===== src/rtl/flash_cmd_pkg.sv =====
package flash_cmd_pkg;

  // sequence position: which step of an unlock chain has been matched
  typedef enum logic [2:0] {
    ST_READ,   // no sequence in progress
    ST_U1,     // first unlock cycle seen
    ST_U2,     // second unlock cycle seen, waiting for the command byte
    ST_PROG,   // program armed, next write is the target byte
    ST_E3,     // erase prefix seen, waiting for the second first-unlock
    ST_E4,     // second first-unlock seen
    ST_E5      // second second-unlock seen, waiting for the erase kind
  } step_t;

  // requested operation
  typedef enum logic [2:0] {
    OP_NONE,
    OP_PROG,
    OP_SECT,
    OP_CHIP,
    OP_ID_IN,
    OP_ID_OUT
  } op_t;

  // classification of one write
  typedef struct packed {
    logic unl1;      // AAh to the first unlock address
    logic unl2;      // 55h to the second unlock address
    logic arm_prog;  // A0h to the first unlock address
    logic arm_erase; // 80h to the first unlock address
    logic id_in;     // 90h to the first unlock address
    logic id_out3;   // F0h to the first unlock address
    logic reset_any; // F0h to any address
    logic sect;      // 30h to any address
    logic chip;      // 10h to the first unlock address
  } hit_t;

  localparam logic [15:0] UNLOCK_ADDR_A = 16'h5555;
  localparam logic [15:0] UNLOCK_ADDR_B = 16'h2AAA;

  localparam logic [7:0] CODE_UNL1  = 8'hAA;
  localparam logic [7:0] CODE_UNL2  = 8'h55;
  localparam logic [7:0] CODE_PROG  = 8'hA0;
  localparam logic [7:0] CODE_ERASE = 8'h80;
  localparam logic [7:0] CODE_ID_IN = 8'h90;
  localparam logic [7:0] CODE_RESET = 8'hF0;
  localparam logic [7:0] CODE_SECT  = 8'h30;
  localparam logic [7:0] CODE_CHIP  = 8'h10;

endpackage


===== src/rtl/flash_cmd_match.sv =====
module flash_cmd_match
  import flash_cmd_pkg::*;
#(
  parameter int ADDR_W = 16,
  parameter int DATA_W = 8,
  parameter int CMD_W  = 15
) (
  input  logic [ADDR_W-1:0] wr_addr,
  input  logic [DATA_W-1:0] wr_data,
  output hit_t              hit
);

  localparam logic [CMD_W-1:0] ADR_A = UNLOCK_ADDR_A[CMD_W-1:0];
  localparam logic [CMD_W-1:0] ADR_B = UNLOCK_ADDR_B[CMD_W-1:0];

  logic [CMD_W-1:0] cmd_addr;
  logic             at_a;
  logic             at_b;

  // only the low command bits take part in the comparison
  assign cmd_addr = wr_addr[CMD_W-1:0];
  assign at_a     = (cmd_addr == ADR_A);
  assign at_b     = (cmd_addr == ADR_B);

  always_comb begin
    hit           = '0;
    hit.unl1      = at_a && (wr_data == DATA_W'(CODE_UNL1));
    hit.unl2      = at_b && (wr_data == DATA_W'(CODE_UNL2));
    hit.arm_prog  = at_a && (wr_data == DATA_W'(CODE_PROG));
    hit.arm_erase = at_a && (wr_data == DATA_W'(CODE_ERASE));
    hit.id_in     = at_a && (wr_data == DATA_W'(CODE_ID_IN));
    hit.id_out3   = at_a && (wr_data == DATA_W'(CODE_RESET));
    hit.reset_any = (wr_data == DATA_W'(CODE_RESET));
    hit.sect      = (wr_data == DATA_W'(CODE_SECT));
    hit.chip      = at_a && (wr_data == DATA_W'(CODE_CHIP));
  end

endmodule


===== src/rtl/flash_cmd_seq.sv =====
module flash_cmd_seq
  import flash_cmd_pkg::*;
(
  input  logic  clk,
  input  logic  rst,
  input  logic  wr_stb,
  input  logic  busy,
  input  hit_t  hit,
  output step_t step,
  output op_t   op_next,
  output op_t   op_q
);

  step_t step_n;
  logic  take;

  assign take = wr_stb && !busy;

  always_comb begin
    step_n  = step;
    op_next = OP_NONE;
    if (take) begin
      step_n = ST_READ;
      unique case (step)
        ST_READ: begin
          if (hit.unl1)           step_n  = ST_U1;
          else if (hit.reset_any) op_next = OP_ID_OUT;
        end
        ST_U1: begin
          if (hit.unl2)      step_n = ST_U2;
          else if (hit.unl1) step_n = ST_U1;
        end
        ST_U2: begin
          if (hit.arm_prog)       step_n  = ST_PROG;
          else if (hit.arm_erase) step_n  = ST_E3;
          else if (hit.id_in)     op_next = OP_ID_IN;
          else if (hit.id_out3)   op_next = OP_ID_OUT;
          else if (hit.unl1)      step_n  = ST_U1;
        end
        ST_PROG: op_next = OP_PROG;
        ST_E3: begin
          if (hit.unl1) step_n = ST_E4;
        end
        ST_E4: begin
          if (hit.unl2)      step_n = ST_E5;
          else if (hit.unl1) step_n = ST_U1;
        end
        ST_E5: begin
          if (hit.sect)      op_next = OP_SECT;
          else if (hit.chip) op_next = OP_CHIP;
          else if (hit.unl1) step_n  = ST_U1;
        end
        default: step_n = ST_READ;
      endcase
    end
  end

  always_ff @(posedge clk) begin
    if (rst) begin
      step <= ST_READ;
      op_q <= OP_NONE;
    end else begin
      step <= step_n;
      op_q <= op_next;
    end
  end

  // a write during busy changes nothing and requests nothing
  p_busy_freeze_r9: assert property (@(posedge clk) disable iff (rst)
    (wr_stb && busy) |=> ($stable(step) && op_q == OP_NONE));

  // a request is only ever the answer to a write
  p_op_needs_write_r11: assert property (@(posedge clk) disable iff (rst)
    !wr_stb |=> (op_q == OP_NONE));

  // the sequence has cleared when the request shows
  p_clear_with_op_r11: assert property (@(posedge clk) disable iff (rst)
    (op_q != OP_NONE) |-> (step == ST_READ));

  // a program request follows a write in the armed step
  p_prog_from_armed_r2: assert property (@(posedge clk) disable iff (rst)
    (op_q == OP_PROG) |-> ($past(step) == ST_PROG));

  // erase requests follow the sixth-cycle step
  p_erase_from_e5_r3: assert property (@(posedge clk) disable iff (rst)
    (op_q == OP_SECT || op_q == OP_CHIP) |-> ($past(step) == ST_E5));

endmodule


===== src/rtl/flash_cmd_payload.sv =====
module flash_cmd_payload
  import flash_cmd_pkg::*;
#(
  parameter int ADDR_W   = 16,
  parameter int DATA_W   = 8,
  parameter int SECT_LSB = 12,
  localparam int SECT_W  = ADDR_W - SECT_LSB
) (
  input  logic              clk,
  input  logic              rst,
  input  op_t               op_next,
  input  logic [ADDR_W-1:0] wr_addr,
  input  logic [DATA_W-1:0] wr_data,
  output logic [ADDR_W-1:0] prog_addr,
  output logic [DATA_W-1:0] prog_data,
  output logic [SECT_W-1:0] erase_sector
);

  always_ff @(posedge clk) begin
    if (rst) begin
      prog_addr    <= '0;
      prog_data    <= '0;
      erase_sector <= '0;
    end else begin
      if (op_next == OP_PROG) begin
        prog_addr <= wr_addr;
        prog_data <= wr_data;
      end
      if (op_next == OP_SECT) begin
        erase_sector <= wr_addr[ADDR_W-1:SECT_LSB];
      end
    end
  end

  // program payload holds between program requests
  p_prog_hold_r2: assert property (@(posedge clk) disable iff (rst)
    (op_next != OP_PROG) |=> ($stable(prog_addr) && $stable(prog_data)));

  // sector number holds between sector-erase requests
  p_sect_hold_r3: assert property (@(posedge clk) disable iff (rst)
    (op_next != OP_SECT) |=> $stable(erase_sector));

endmodule


===== src/rtl/flash_id_flag.sv =====
module flash_id_flag
  import flash_cmd_pkg::*;
(
  input  logic clk,
  input  logic rst,
  input  op_t  op_next,
  output logic id_mode
);

  always_ff @(posedge clk) begin
    if (rst) begin
      id_mode <= 1'b0;
    end else if (op_next == OP_ID_IN) begin
      id_mode <= 1'b1;
    end else if (op_next == OP_ID_OUT) begin
      id_mode <= 1'b0;
    end
  end

  // the flag changes only in answer to an entry or exit
  p_flag_moves_on_cmd_r6: assert property (@(posedge clk) disable iff (rst)
    (op_next != OP_ID_IN && op_next != OP_ID_OUT) |=> $stable(id_mode));

endmodule


===== src/rtl/flash_cmd_decoder.sv =====
module flash_cmd_decoder
  import flash_cmd_pkg::*;
#(
  parameter int ADDR_W   = 16,
  parameter int DATA_W   = 8,
  parameter int CMD_W    = 15,
  parameter int SECT_LSB = 12,
  localparam int SECT_W  = ADDR_W - SECT_LSB
) (
  input  logic              clk,
  input  logic              rst,
  input  logic              wr_stb,
  input  logic [ADDR_W-1:0] wr_addr,
  input  logic [DATA_W-1:0] wr_data,
  input  logic              busy,
  output logic              prog_req,
  output logic              sect_erase_req,
  output logic              chip_erase_req,
  output logic              id_enter_req,
  output logic              id_exit_req,
  output logic [ADDR_W-1:0] prog_addr,
  output logic [DATA_W-1:0] prog_data,
  output logic [SECT_W-1:0] erase_sector,
  output logic              id_mode
);

  hit_t  hit;
  step_t step;
  op_t   op_next;
  op_t   op_q;

  flash_cmd_match #(
    .ADDR_W (ADDR_W),
    .DATA_W (DATA_W),
    .CMD_W  (CMD_W)
  ) u_match (
    .wr_addr (wr_addr),
    .wr_data (wr_data),
    .hit     (hit)
  );

  flash_cmd_seq u_seq (
    .clk     (clk),
    .rst     (rst),
    .wr_stb  (wr_stb),
    .busy    (busy),
    .hit     (hit),
    .step    (step),
    .op_next (op_next),
    .op_q    (op_q)
  );

  flash_cmd_payload #(
    .ADDR_W   (ADDR_W),
    .DATA_W   (DATA_W),
    .SECT_LSB (SECT_LSB)
  ) u_payload (
    .clk          (clk),
    .rst          (rst),
    .op_next      (op_next),
    .wr_addr      (wr_addr),
    .wr_data      (wr_data),
    .prog_addr    (prog_addr),
    .prog_data    (prog_data),
    .erase_sector (erase_sector)
  );

  flash_id_flag u_id (
    .clk     (clk),
    .rst     (rst),
    .op_next (op_next),
    .id_mode (id_mode)
  );

  // request pulses decode the registered operation
  assign prog_req       = (op_q == OP_PROG);
  assign sect_erase_req = (op_q == OP_SECT);
  assign chip_erase_req = (op_q == OP_CHIP);
  assign id_enter_req   = (op_q == OP_ID_IN);
  assign id_exit_req    = (op_q == OP_ID_OUT);

  // the flag is set by the time the entry pulse shows
  p_enter_sets_flag_r5: assert property (@(posedge clk) disable iff (rst)
    id_enter_req |-> id_mode);

  // the flag is clear by the time the exit pulse shows
  p_exit_clears_flag_r6: assert property (@(posedge clk) disable iff (rst)
    id_exit_req |-> !id_mode);

  // array requests never repeat in consecutive cycles
  p_prog_single_r11: assert property (@(posedge clk) disable iff (rst)
    prog_req |=> !prog_req);

  p_erase_single_r11: assert property (@(posedge clk) disable iff (rst)
    (sect_erase_req || chip_erase_req) |=> !(sect_erase_req || chip_erase_req));

endmodule


===== config.mk =====
export PLATFORM = sky130hd
export DESIGN_NAME = flash_cmd_decoder
export DESIGN_NICKNAME = d
export VERILOG_FILES = /design/src/rtl/flash_cmd_pkg.sv /design/src/rtl/flash_cmd_match.sv /design/src/rtl/flash_cmd_seq.sv /design/src/rtl/flash_cmd_payload.sv /design/src/rtl/flash_id_flag.sv /design/src/rtl/flash_cmd_decoder.sv
export SDC_FILE = /design/constraint.sdc
export NUM_CORES = 1
export LEC_CHECK = 0
export BUFFER_PORTS_ARGS = -buffer_cell sky130_fd_sc_hd__buf_4
export CAP_MARGIN = 40
export CORE_UTILIZATION = 40
export DETAILED_ROUTE_END_ITERATION = 12
export HOLD_SLACK_MARGIN = 0.06
export PLACE_DENSITY = 0.69
export RECOVER_POWER = 100
export SLEW_MARGIN = 20
export SYNTH_ARGS = -nofsm -noshare
export SYNTH_HDL_FRONTEND = slang
export SYNTH_SLANG_ARGS = --single-unit

===== constraint.sdc =====
create_clock -name clk -period 2.7 [get_ports clk]
set_clock_uncertainty 0.1 [all_clocks]
set_input_delay 0.675 -clock clk [delete_from_list [all_inputs] [get_ports clk]]
set_output_delay 0.675 -clock clk [all_outputs]
set_load 0.02 [all_outputs]

### Yosys cells after proc, flatten, opt, wreduce, memory -nomap -nowiden

Cells that the tools add are included.

| storage, ports and cells | value |
|---|---|
| flip-flop bits (word level) | 35 |
| output and inout bits | 34 |

| operators by class | value |
|---|---|
| reductions and logical operators | 11 |
| muxes and demuxes | 23 |
| equal/unequal tests | 25 |

Operator list:

| kind | number |
|---|---|
| $mux 3 | 17 |
| $eq 8x8->1 const B | 5 |
| $eq 3x3->1 const B | 7 |
| $pmux 3 s6 | 1 |
| $eq 15x14->1 const B | 1 |
| $eq 15x15->1 const B | 1 |
| $eq 3x2->1 const B | 5 |
| $pmux 3 s4 | 1 |
| $eq 3x1->1 const B | 3 |
| $eq 8x5->1 const B | 1 |
| $eq 8x6->1 const B | 1 |
| $eq 8x7->1 const B | 1 |
| $logic_and 1x1->1 | 8 |
| $logic_not 3->1 | 1 |
| $mux 1 | 3 |
| $mux 2 | 1 |
| $reduce_bool 2->1 | 1 |
| $logic_not 1->1 | 1 |

### Depth between registers and ports, before layout

Gate-level depths: netlist of the first run.

| depth | value |
|---|---|
| depth after elaboration | 11 |
| mapped depth | 8 |
| mapped depth without buffers | 6 |

### Cells and area by module

From an unflattened synthesis of the first run, not the netlist that was laid out.

| second synthesis, totals | value |
|---|---|
| cells, all modules | 216 |
| area, all modules | 2124.5 um^2 |

Modules (own cells, without submodules):

| module | cells an instance | instances | sequential area each (um^2) | area an instance (um^2) |
|---|---|---|---|---|
| flash_cmd_payload | 119 | 1 | 560.5 | 1251.2 |
| flash_cmd_seq | 51 | 1 | 120.1 | 431.7 |
| flash_cmd_match | 36 | 1 | 0.0 | 347.8 |
| flash_id_flag | 5 | 1 | 20.0 | 51.3 |
| flash_cmd_decoder | 5 | 1 | 0.0 | 42.5 |

### Worst setup path before layout of the first run

No wires, ideal clock.

| timing | value |
|---|---|
| path type | input to register |
| start point | input port wr_data[0] |
| end point | register u_payload.prog_addr[0] |
| stages on the path | 7 |
| data required time | 2.528 ns |
| path buffers | 1 |
| arrival | 2.748 ns |
| setup slack | -0.220 ns |
| setup time | 0.072 ns |
| cell sequence | or3_4 > or4_1 > and4bb_2 > nor2_2 > nor4_4 > buf_6 > mux2i_1 |

| between the ends | value |
|---|---|
| word-level cells in the longest chain between the ends | 9 |
| elaborated cells on any way between the ends | 24 |
| classes of those cells | eq/ne: 8; mux: 10; reduce/logical: 6 |

RTL lines:

| what | line | text |
|---|---|---|
| start: declaration | flash_cmd_decoder.sv:14 | `input logic [DATA_W-1:0] wr_data,` |
| $eq 8x8->1 | flash_cmd_match.sv:32, flash_cmd_match.sv:33 |  |
| $logic_and 1x1->1 | flash_cmd_match.sv:32 | `hit.id_out3 = at_a && (wr_data == DATA_W'(CODE_RESET));` |
| $mux 3 | flash_cmd_seq.sv:37 | `else if (hit.id_out3) op_next = OP_ID_OUT;` |
| $mux 3 | flash_cmd_seq.sv:36 | `else if (hit.id_in) op_next = OP_ID_IN;` |
| $mux 3 | flash_cmd_seq.sv:35 | `else if (hit.arm_erase) step_n = ST_E3;` |
| $mux 3 | flash_cmd_seq.sv:34 | `if (hit.arm_prog) step_n = ST_PROG;` |
| $pmux 3 s4 * | flash_cmd_seq.sv:24 | `unique case (step)` |
| $mux 3 * | flash_cmd_seq.sv:22 | `if (take) begin` |
| $eq 3x1->1 * | flash_cmd_payload.sv:25 | `if (op_next == OP_PROG) begin` |
| end signal: assignment | flash_cmd_payload.sv:26 | `prog_addr <= wr_addr;` |
| end: declaration | flash_cmd_payload.sv:14 | `output logic [ADDR_W-1:0] prog_addr,` |

Every way passes the cells marked *; elsewhere a longest branch is shown, timed or not.
A chain may end at the register's enable or synchronous reset.

### Final worst setup path of the first run

| timing | value |
|---|---|
| start point | input port wr_data[0] |
| end point | register u_payload.prog_addr[3] |

The elaborated chain is that of the path after synthesis.

==> qor.yml, run 1 <==
path_cells: "buf_6, or3_4, or4_1, and4bb_1, nor2_4, nor4_4, buf_6, clkbuf_16, mux2i_1"
fin_hold_ws_ns: 0.355
synth-edff-count: 0
post_dp_cell_area_sq_mm: 0.00244
clk_latency_ns: 0.28
async_flop_share_pct: 0
overflow: 0
antenna_cells: 0
vdd_drop_max_mv: 0.252
p_seq_share_pct: 52.5
max_cap_viol_count: 0
rows: 24
dr_total_vias: 1806
netlist_area_sq_mm: 0.00192
first_pass_iters: 8
violations: "DRC"
drt-total-wl_um: 4760
fin_crit_sh_pct: 97.5
drtIter0Drc: 138
slew-limit-headroom_pct: 55.2
avgSynthCellArea_sq_um: 9.14
nets: 315
cts_made_buffers: 5
start_util_pct: 42.9
hp-class: "reg2reg"
ys_warn_count: 0
cts_tree: "built"
swShare_pct: 23.9
cts.sinks: 35
setup_viol: 0
synth_cell_types: 46
hold_viol_final: 0
clk_path_buf_depth: 2
drv_slew: 0
crit_slowest_cell: "or4_1"
cts.clk_slew.worst_paths_ns: 0.07
critPathMaxStageDelay_ns: 0.41
end_kind: "flip-flop"
antenna_found_initial: 0
ys_ff_latch: 35
switchingPower_uw: 235
final_layout_size_suffix_gt1_share_pct: 22.6
cellLeakagePower_uw: 0.000911
hpwlAfterDp_um: 3550
track_usage_pct: 19.3
synth-main-ff-cell: "dfxtp_1"
path_buf_inv: 3
grt_pass1_vias: 1642
gp_congestion: 0.900
critical_path_arrival_ns: 2.75
power_density_mw_per_mm2: 400
final_area_sq_mm: 0.00246
status: "finished with violations"
area_growth_pct: 28.0
crit_family: "simple AND/OR/NAND/NOR gates"
cp_common_cell: "buf_6"
critPathLaunchType: "primary input"
max_freq_mhz: 380
die_h_um: 71.3
grt_max_degree: 28
fill_cells: 458
yosysSeqAreaShare_pct: 36.5
fp.coreArea_sq_mm: 0.00447
h-tree-depth: 2
cts_root_buf: "clkbuf_8"
tightest_slew_ns: 0.665
intPower_uw: 748
worstSetupPathType: "in2reg"
p_comb_share_pct: 10.5
boundaryPins: 62
portBuffers: 61
grt_pass1_wl_um: 7660
ant_nets: 0
die_x_um: 71.3
drc: 4
holdBufCountCts: 0
die-area_sq_mm: 0.00508
viasPerCell: 5.31
crit_required_ns: 2.82
synth.net_count: 238
routedWlPerCell_um: 14.0
cp_max_fo: 8
pwr-share-clk_pct: 37.0
post-route-min-period_ns: 2.63
synthCells: 210
power by group through the flow:
stage	combinational, uW	sequential [uW]	clock (uW)
6_report	103	516	364
3_3_place_gp	104	528	0
4_1_cts	105	516	377
2_1_floorplan	48.5	529	0
3_5_place_dp	104	528	0
5_1_grt	113	516	399
cell families after synthesis:
family | share of synthesized area, %
AOI/OAI and AO/OA | 9.19
muxes | 13.0
buffers and inverters | 7.24
xor gates and xnor gates | 0.456
DFF | 36.5
and+or+nand+nor | 33.6
layout make-up:
class | instances | area, sq um | area share, %
multi-input combinational | 162 | 1080 | 44.1
sequential | 35 | 701 | 28.5
tap | 52 | 65.1 | 2.65
timing repair buffer | 81 | 518 | 21.1
clock inverter | 1 | 5.00 | 0.204
clock buffer | 7 | 76.3 | 3.11
inverter | 2 | 7.51 | 0.306
cells in the final DEF (no fill, tap or decap), drive strengths merged, types with 2 or more instances in the layout:
cell,n
and4b,2
o21ai,7
and2b,2
nor3b,3
nand2,55
nor3,3
a21oi,11
nand3,5
and4,2
and4bb,2
nand4bb,3
and3b,2
nor4b,3
inv,2
nor2,9
nand4,2
mux2i,25
dfxtp,35
clkbuf,47
nor4,3
nor4bb,4
buf,41
or4,3
metal layers:
metal	global-route usage (%)	vias up	part of all wire (%)
met2	30.7	66	45
met5	0	-	0
met4	7.56	0	2.1
met3	4.78	11	6.5
met1	25.3	832	46
li1	-	897	-
worst min-delay path, stage by stage, from the launching register on:
cell     delay, ns
dfxtp_1       0.31
nand2_1       0.05
mux2i_1       0.05
through the flow:
step	util (%)	power, uW	worst slack, ns	TNS, ns	std cells
2_1_floorplan	-	577	-0.220	-4.56	210
3_3_place_gp	54.6	632	-0.285	-6.18	328
3_5_place_dp	54.6	632	-0.336	-7.05	328
4_1_cts	56.5	998	0.0502	0	336
5_1_grt	54.9	1030	-0.0154	-0.0154	340
6_report	54.9	983	0.0672	0	340
state kept, by name (all words and copies together) (netlist names):
signal                  flops
u_payload.prog_addr        16
u_payload.prog_data         8
u_payload.erase_sector      4
u_seq.op_q                  3
u_seq.step                  3
u_id.id_mode                1
cell usage after synthesis (2+ instances only):
| library cell | instances | share of area [%] |
|---|---|---|
| nor4b_1 | 3 | 1.4 |
| mux2i_1 | 25 | 13 |
| clkbuf_8 | 6 | 4.3 |
| inv_1 | 2 | 0.39 |
| nor4_4 | 2 | 2.2 |
| nor2_1 | 8 | 1.6 |
| nand4_1 | 2 | 0.65 |
| and4b_2 | 2 | 1.2 |
| a21oi_1 | 10 | 2.6 |
| nor3b_1 | 3 | 1.2 |
| o21ai_0 | 7 | 1.8 |
| and2b_2 | 2 | 0.91 |
| and4bb_2 | 2 | 1.3 |
| nor4bb_1 | 4 | 2.1 |
| nand3_1 | 5 | 1.3 |
| nand4bb_1 | 3 | 1.8 |
| buf_6 | 4 | 2.3 |
| and3b_1 | 2 | 0.91 |
| dfxtp_1 | 35 | 37 |
| nand2_1 | 55 | 11 |
| nor3_1 | 3 | 0.78 |
worst paths after layout:
path                                                     startpoint                             endpoint  slack [ns]  cells after the start
worst min-delay path            u_payload.prog_data[2]$_SDFFE_PP0N_  u_payload.prog_data[2]$_SDFFE_PP0N_        0.35                      2
worst max register to register           u_seq.step[1]$_SDFFE_PP0P_  u_payload.prog_addr[3]$_SDFFE_PP0N_        0.26                      8
worst min register to register  u_payload.prog_data[2]$_SDFFE_PP0N_  u_payload.prog_data[2]$_SDFFE_PP0N_        0.35                      2
worst max-delay path                                     wr_data[0]  u_payload.prog_addr[3]$_SDFFE_PP0N_        0.07                      9
timing repair:
item,in CTS,in global routing
pin swaps,1,2
buffers inserted,0,3
gates resized for setup,1,6
endpoints found under the hold margin,0,0
cloned,0,1
endpoints found under the setup margin,8,21
Power figures use the tool's default switching activity.
==> run 2, diff against run 1 <==
Settings changed: PLACE_DENSITY 0.69 to 0.68.
==> qor.yml, run 2 (synthesis gave the netlist of run 1 again) <==
hpwlAfterDp_um: 3470  # -2.2%
critPathMaxStageDelay_ns: 0.49  # +0.08 ns
critPathLaunchType: "primary input"
drc: 3  # -1
crit_required_ns: 2.81  # about the same
setup_viol: 0  # unchanged
switchingPower_uw: 234  # -0.56%
slew-limit-headroom_pct: 54.1  # -1.1 points
post-route-min-period_ns: 2.60  # -0.0348 ns
end_kind: "flip-flop"
grt_pass1_vias: 1627  # -0.91%
antenna_cells: 0  # unchanged
dr_total_vias: 1732  # -4.1%
path_cells: "clkbuf_4, or3_4, or4_1, and4bb_2, nor2_2, nor4_4, buf_12, mux2i_1"
rows: 24  # unchanged
min_to: "u_payload.prog_addr[10]$_SDFFE_PP0N_"
die_x_um: 71.3  # unchanged
power_density_mw_per_mm2: 412  # +2.8%
r2r-start: "u_seq.step[1]$_SDFFE_PP0P_"
intPower_uw: 748  # about the same
first_pass_iters: 8  # unchanged
grt_pass1_wl_um: 7710  # +0.63%
crit_slowest_cell: "or4_1"
portBuffers: 61  # unchanged
pwr-share-clk_pct: 36.9  # about the same
hold_viol_final: 0  # unchanged
largest_reg_flops: 16  # unchanged
start_util_pct: 42.9  # unchanged
cts.clk_slew.worst_paths_ns: 0.07  # about the same
critical_path_arrival_ns: 2.70  # -0.05 ns
nets: 309  # -1.9%
fin_ws_ns: 0.102  # +0.0348 ns
cts_root_buf: "clkbuf_8"
holdPathStages: 2  # unchanged
cts_tree: "built"
ff2ff_setup_slack_ns: 0.23  # -0.03 ns
largestRegisters: "u_payload.prog_addr (16), u_payload.prog_data (8), u_payload.erase_sector (4)"
h-tree-depth: 2  # unchanged
vdd_drop_max_mv: 0.258  # +2.3%
track_usage_pct: 19.6  # +0.26 points
rsz0062_at_grt: "false"
die_h_um: 71.3  # unchanged
clk_latency_ns: 0.27  # about the same
clk_path_buf_depth: 2  # unchanged
p_comb_share_pct: 10.5  # about the same
tightest_slew_ns: 0.681  # +0.0157 ns
fin_crit_sh_pct: 96.2  # -1.3 points
fin_util_pct: 53.3  # -1.6 points
cts_made_buffers: 5  # unchanged
fin_hold_ws_ns: 0.360  # +0.00525 ns
p_seq_share_pct: 52.6  # about the same
max_cap_viol_count: 0  # unchanged
area_growth_pct: 24.3
cp_max_fo: 24  # +16
grt_max_degree: 42  # +50%
cellLeakagePower_uw: 0.000874  # -4.1%
boundaryPins: 62  # unchanged
swShare_pct: 23.8  # -0.11 points
antenna_found_initial: 0  # unchanged
die-area_sq_mm: 0.00508  # unchanged
final_cell_mix: "55 x nand2_1, 38 x clkbuf_1, 35 x buf_4, 35 x dfxtp_1, 25 x mux2i_1"
max_freq_mhz: 385  # +1.3%
overflow: 0  # unchanged
drt-total-wl_um: 4600  # -3.4%
fp.coreArea_sq_mm: 0.00447  # unchanged
routedWlPerCell_um: 13.8  # -1.6%
violations: "DRC"
final_area_sq_mm: 0.00239  # -2.9%
final_layout_size_suffix_gt1_share_pct: 21.6  # -0.94 points
post_dp_cell_area_sq_mm: 0.00244  # -0.10%
cts_resized: 0  # -1
hp-class: "reg2reg"
cts.sinks: 35  # unchanged
drtIter0Drc: 95  # -31%
reg2reg_depth: 7  # -1
dp_slack_ns: -0.285  # +0.0513 ns
gp_congestion: 0.853  # -5.2%
ant_nets: 0  # unchanged
worstSetupPathType: "in2reg"
drv_slew: 0  # unchanged
tns_ns: 0  # unchanged
viasPerCell: 5.19  # -2.4%
min-delay-start: "u_payload.prog_addr[10]$_SDFFE_PP0N_"
status: "finished with violations"
r2r-end: "u_payload.prog_data[0]$_SDFFE_PP0N_"
final_common_cell: "nand2_1"
holdBufCountCts: 0  # unchanged
top_register: "u_payload.prog_addr"
postCtsSetupRepairBufs: 0  # unchanged
run 2: changes by cell type in the layout (fill, tap and decap cells not counted):
cell       previous run  this run
and4bb_1              1         0
and4bb_2              1         2
buf_12                1         2
buf_4                36        35
buf_6                 3         0
buf_8                 1         0
clkbuf_1             39        38
clkbuf_16             1         0
nor2_2                0         1
nor2_4                1         0
run 2: cell type report:
| cell class | count | area [sq um] |
|---|---|---|
| fill | 473 | 2090 |
| multi-input combinational | 162 | 1080 |
| sequential | 35 | 701 |
| timing repair buffer | 75 | 453 |
| clock buffer | 7 | 76.3 |
| tap | 52 | 65.1 |
| inverter | 2 | 7.51 |
| clock inverter | 1 | 5.00 |
run 2: metrics by stage:
step | power, uW | instances
6_report | 982 | 334
5_1_grt | 1030 | 334
4_1_cts | 996 | 334
3_5_place_dp | 633 | 326
3_3_place_gp | 632 | 326
2_1_floorplan | 577 | 210
run 2: critical path: cells and delay by family:
family / cells / cell delay, ns
simple gates: 5 / 1.45
mux: 1 / 0.22
buf+inv: 2 / 0.35
run 2: metal layers:
metal  track usage, %  part of all wire, %  wire, um  vias to the layer above
met5                0                    0         0                        -
li1                 -                    -         -                      886
met3             4.78                  5.4       250                        4
met1             26.6                   49      2260                      788
met4             6.67                 0.93        43                        0
met2             30.5                   44      2040                       54
run 2: worst max path at each step:
| stage | start | to | slack (ns) | depth (start not counted) |
|---|---|---|---|---|
| after CTS | wr_data[0] | u_payload.prog_data[0]$_SDFFE_PP0N_ | 0.11 | 8 |
| final | wr_data[0] | u_payload.prog_data[0]$_SDFFE_PP0N_ | 0.10 | 8 |
| after global routing | wr_data[0] | u_payload.prog_data[0]$_SDFFE_PP0N_ | 0.004 | 8 |
| after floorplan | wr_data[0] | u_payload.prog_addr[0]$_SDFFE_PP0N_ | -0.22 | 7 |
| after global placement | wr_data[0] | u_payload.prog_data[2]$_SDFFE_PP0N_ | -0.25 | 8 |
| after detailed placement | wr_data[0] | u_payload.prog_addr[9]$_SDFFE_PP0N_ | -0.29 | 8 |
run 2: power by group through the flow:
stage          combinational, uW  sequential, uW  clock [uW]
6_report                     104             516         362
4_1_cts                      105             516         374
3_5_place_dp                 105             528           0
5_1_grt                      114             516         399
2_1_floorplan               48.5             529           0
3_3_place_gp                 104             528           0
==> run 3, diff against run 2 <==
Settings changed: CORE_ASPECT_RATIO set to 1.75.
==> qor.yml, run 3 (synthesis gave the netlist of run 1 again) <==
grt_pass1_wl_um: 7550  # -2.1%
antenna_cells: 0  # unchanged
max_cap_viol_count: 0  # unchanged
die_x_um: 54.4  # -24%
largestRegisters: "u_payload.prog_addr (16), u_payload.prog_data (8), u_payload.erase_sector (4)"
hpwlAfterDp_um: 3540  # +2.0%
hold_viol_final: 0  # unchanged
fin_ws_ns: 0.0153  # -0.0866 ns
cts.sinks: 35  # unchanged
first_pass_iters: 4  # -4
overflow: 0  # unchanged
vdd_drop_max_mv: 0.412  # +60%
final_cells: 339  # +1.5%
clk_path_buf_depth: 2  # unchanged
nets: 314  # +1.6%
track_usage_pct: 20.1  # +0.55 points
drtIter0Drc: 49  # -48%
grt_pass1_vias: 1618  # -0.55%
h-tree-depth: 2  # unchanged
fin_crit_sh_pct: 99.4  # +3.2 points
ant_nets: 0  # unchanged
cts_tree: "built"
tightest_slew_ns: 0.681  # -0.0000605 ns
crit_required_ns: 2.82  # about the same
power_density_mw_per_mm2: 471  # +14%
cts_root_buf: "clkbuf_8"
drt-total-wl_um: 4950  # +7.7%
holdPathStages: 2  # unchanged
min-delay-start: "u_payload.prog_data[5]$_SDFFE_PP0N_"
boundaryPins: 62  # unchanged
portBuffers: 61  # unchanged
slew-limit-headroom_pct: 54.1  # about the same
top_register: "u_payload.prog_addr"
critical_path_arrival_ns: 2.81  # +0.11 ns
cp_max_fo: 6  # -75%
antenna_found_initial: 0  # unchanged
r2r-end: "u_payload.prog_addr[13]$_SDFFE_PP0N_"
r2r-start: "u_seq.step[0]$_SDFFE_PP0P_"
finalPower_uw: 1190  # +21%
final_layout_size_suffix_gt1_share_pct: 24.7  # +3.1 points
fin_util_pct: 54.0  # +0.71 points
cellLeakagePower_uw: 0.000924  # +5.7%
drc: 0  # -3
reg2reg_depth: 8  # +1
post-route-min-period_ns: 2.68  # +0.0866 ns
viasPerCell: 5.31  # +2.5%
grt_max_degree: 49  # +17%
clk_latency_ns: 0.29  # +0.02 ns
critPathLaunchType: "primary input"
die-area_sq_mm: 0.00509  # +0.22%
min_to: "u_payload.prog_data[5]$_SDFFE_PP0N_"
fp.coreArea_sq_mm: 0.00467  # +4.3%
max_freq_mhz: 372  # -3.2%
largest_reg_flops: 16  # unchanged
final_cell_mix: "55 x nand2_1, 39 x buf_4, 35 x clkbuf_1, 35 x dfxtp_1, 25 x mux2i_1"
cts_made_buffers: 5  # unchanged
setup_viol: 0  # unchanged
area_growth_pct: 31.4
ff2ff_setup_slack_ns: 0.25  # +0.02 ns
rows: 33  # +38%
dr_total_vias: 1801  # +4.0%
fill_cells: 465  # -1.7%
fin_hold_ws_ns: 0.360  # +0.000572 ns
dp_slack_ns: -0.307  # -0.0216 ns
placed_cells: 327  # +0.31%
hp-class: "reg2reg"
start_util_pct: 41.1  # -1.8 points
cts.clk_slew.worst_paths_ns: 0.07  # about the same
end_kind: "flip-flop"
routedWlPerCell_um: 14.6  # +6.1%
final_common_cell: "nand2_1"
worstSetupPathType: "in2reg"
die_h_um: 93.6  # +31%
status: "completed"
gp_congestion: 0.921  # +8.0%
drv_slew: 0  # unchanged
-- run 3: changes by cell type in the layout (fill, tap and decap cells not counted), sizes merged --
cell	previous run	this run
bufinv	0	2
clkinv	1	0
clkbuf	45	43
clkinvlp	0	1
buf	37	42
-- run 3: routing by layer --
metal | share of wire, % | wire, um | track usage [%]
met2 | 54 | 2690 | 33.1
met4 | 3.3 | 161 | 8.97
met1 | 39 | 1910 | 24.0
met5 | 0 | 0 | 0
met3 | 3.8 | 190 | 4.07
-- run 3: worst max-delay path, stage by stage --
cell and delay [ns]:
buf_4 0.11, or3_4 0.38, or4_4 0.42, and4bb_2 0.36, nor2_4 0.05, nor4_4 0.29
buf_6 0.18, clkbuf_16 0.16, mux2i_1 0.18
-- run 3: timing repair --
item / 4_1_cts / 5_1_grt
setup buffers: 0 / 1
hold buffers: 0 / 0
resized for setup: 0 / 3
endpoints found under the setup margin: 0 / 24
-- run 3: area by class of cell --
type	instances	area, sq um	area share, %
multi-input cells	162	1090	43.1
flip-flops and latches	35	701	27.8
inverters	2	7.51	0.298
clock buffers	5	68.8	2.73
clock inverters	3	67.6	2.68
repair buffers	80	524	20.8
well taps	52	65.1	2.58
-- run 3: power breakdown --
part | leakage, uW | switching, uW | total, uW | internal (uW)
clock | 0.0000644 | 201 | 569 | 368
combinational | 0.000578 | 53.0 | 102 | 48.9
sequential | 0.000282 | 0.159 | 516 | 516
total | 0.000924 | 254 | 1190 | 933
-- run 3: stage by stage --
step | setup TNS, ns | area [sq um]
after floorplan | -4.56 | 1920
after global placement | -6.34 | 2440
after detailed placement | -6.69 | 2440
after CTS | 0 | 2570
after global routing | -0.368 | 2520
final | 0 | 2520
-- run 3: how the worst max path moves through the flow --
stage	start	end	slack (ns)	cells after the start
floorplan	wr_data[0]	u_payload.prog_addr[0]$_SDFFE_PP0N_	-0.22	7
global placement	wr_data[0]	u_payload.prog_addr[7]$_SDFFE_PP0N_	-0.27	8
detailed placement	wr_data[0]	u_payload.prog_addr[15]$_SDFFE_PP0N_	-0.31	8
CTS	wr_data[0]	u_payload.prog_addr[13]$_SDFFE_PP0N_	0.0004	8
global route	wr_data[0]	u_payload.prog_addr[5]$_SDFFE_PP0N_	-0.04	9
finish	wr_data[0]	u_payload.prog_addr[13]$_SDFFE_PP0N_	0.02	9
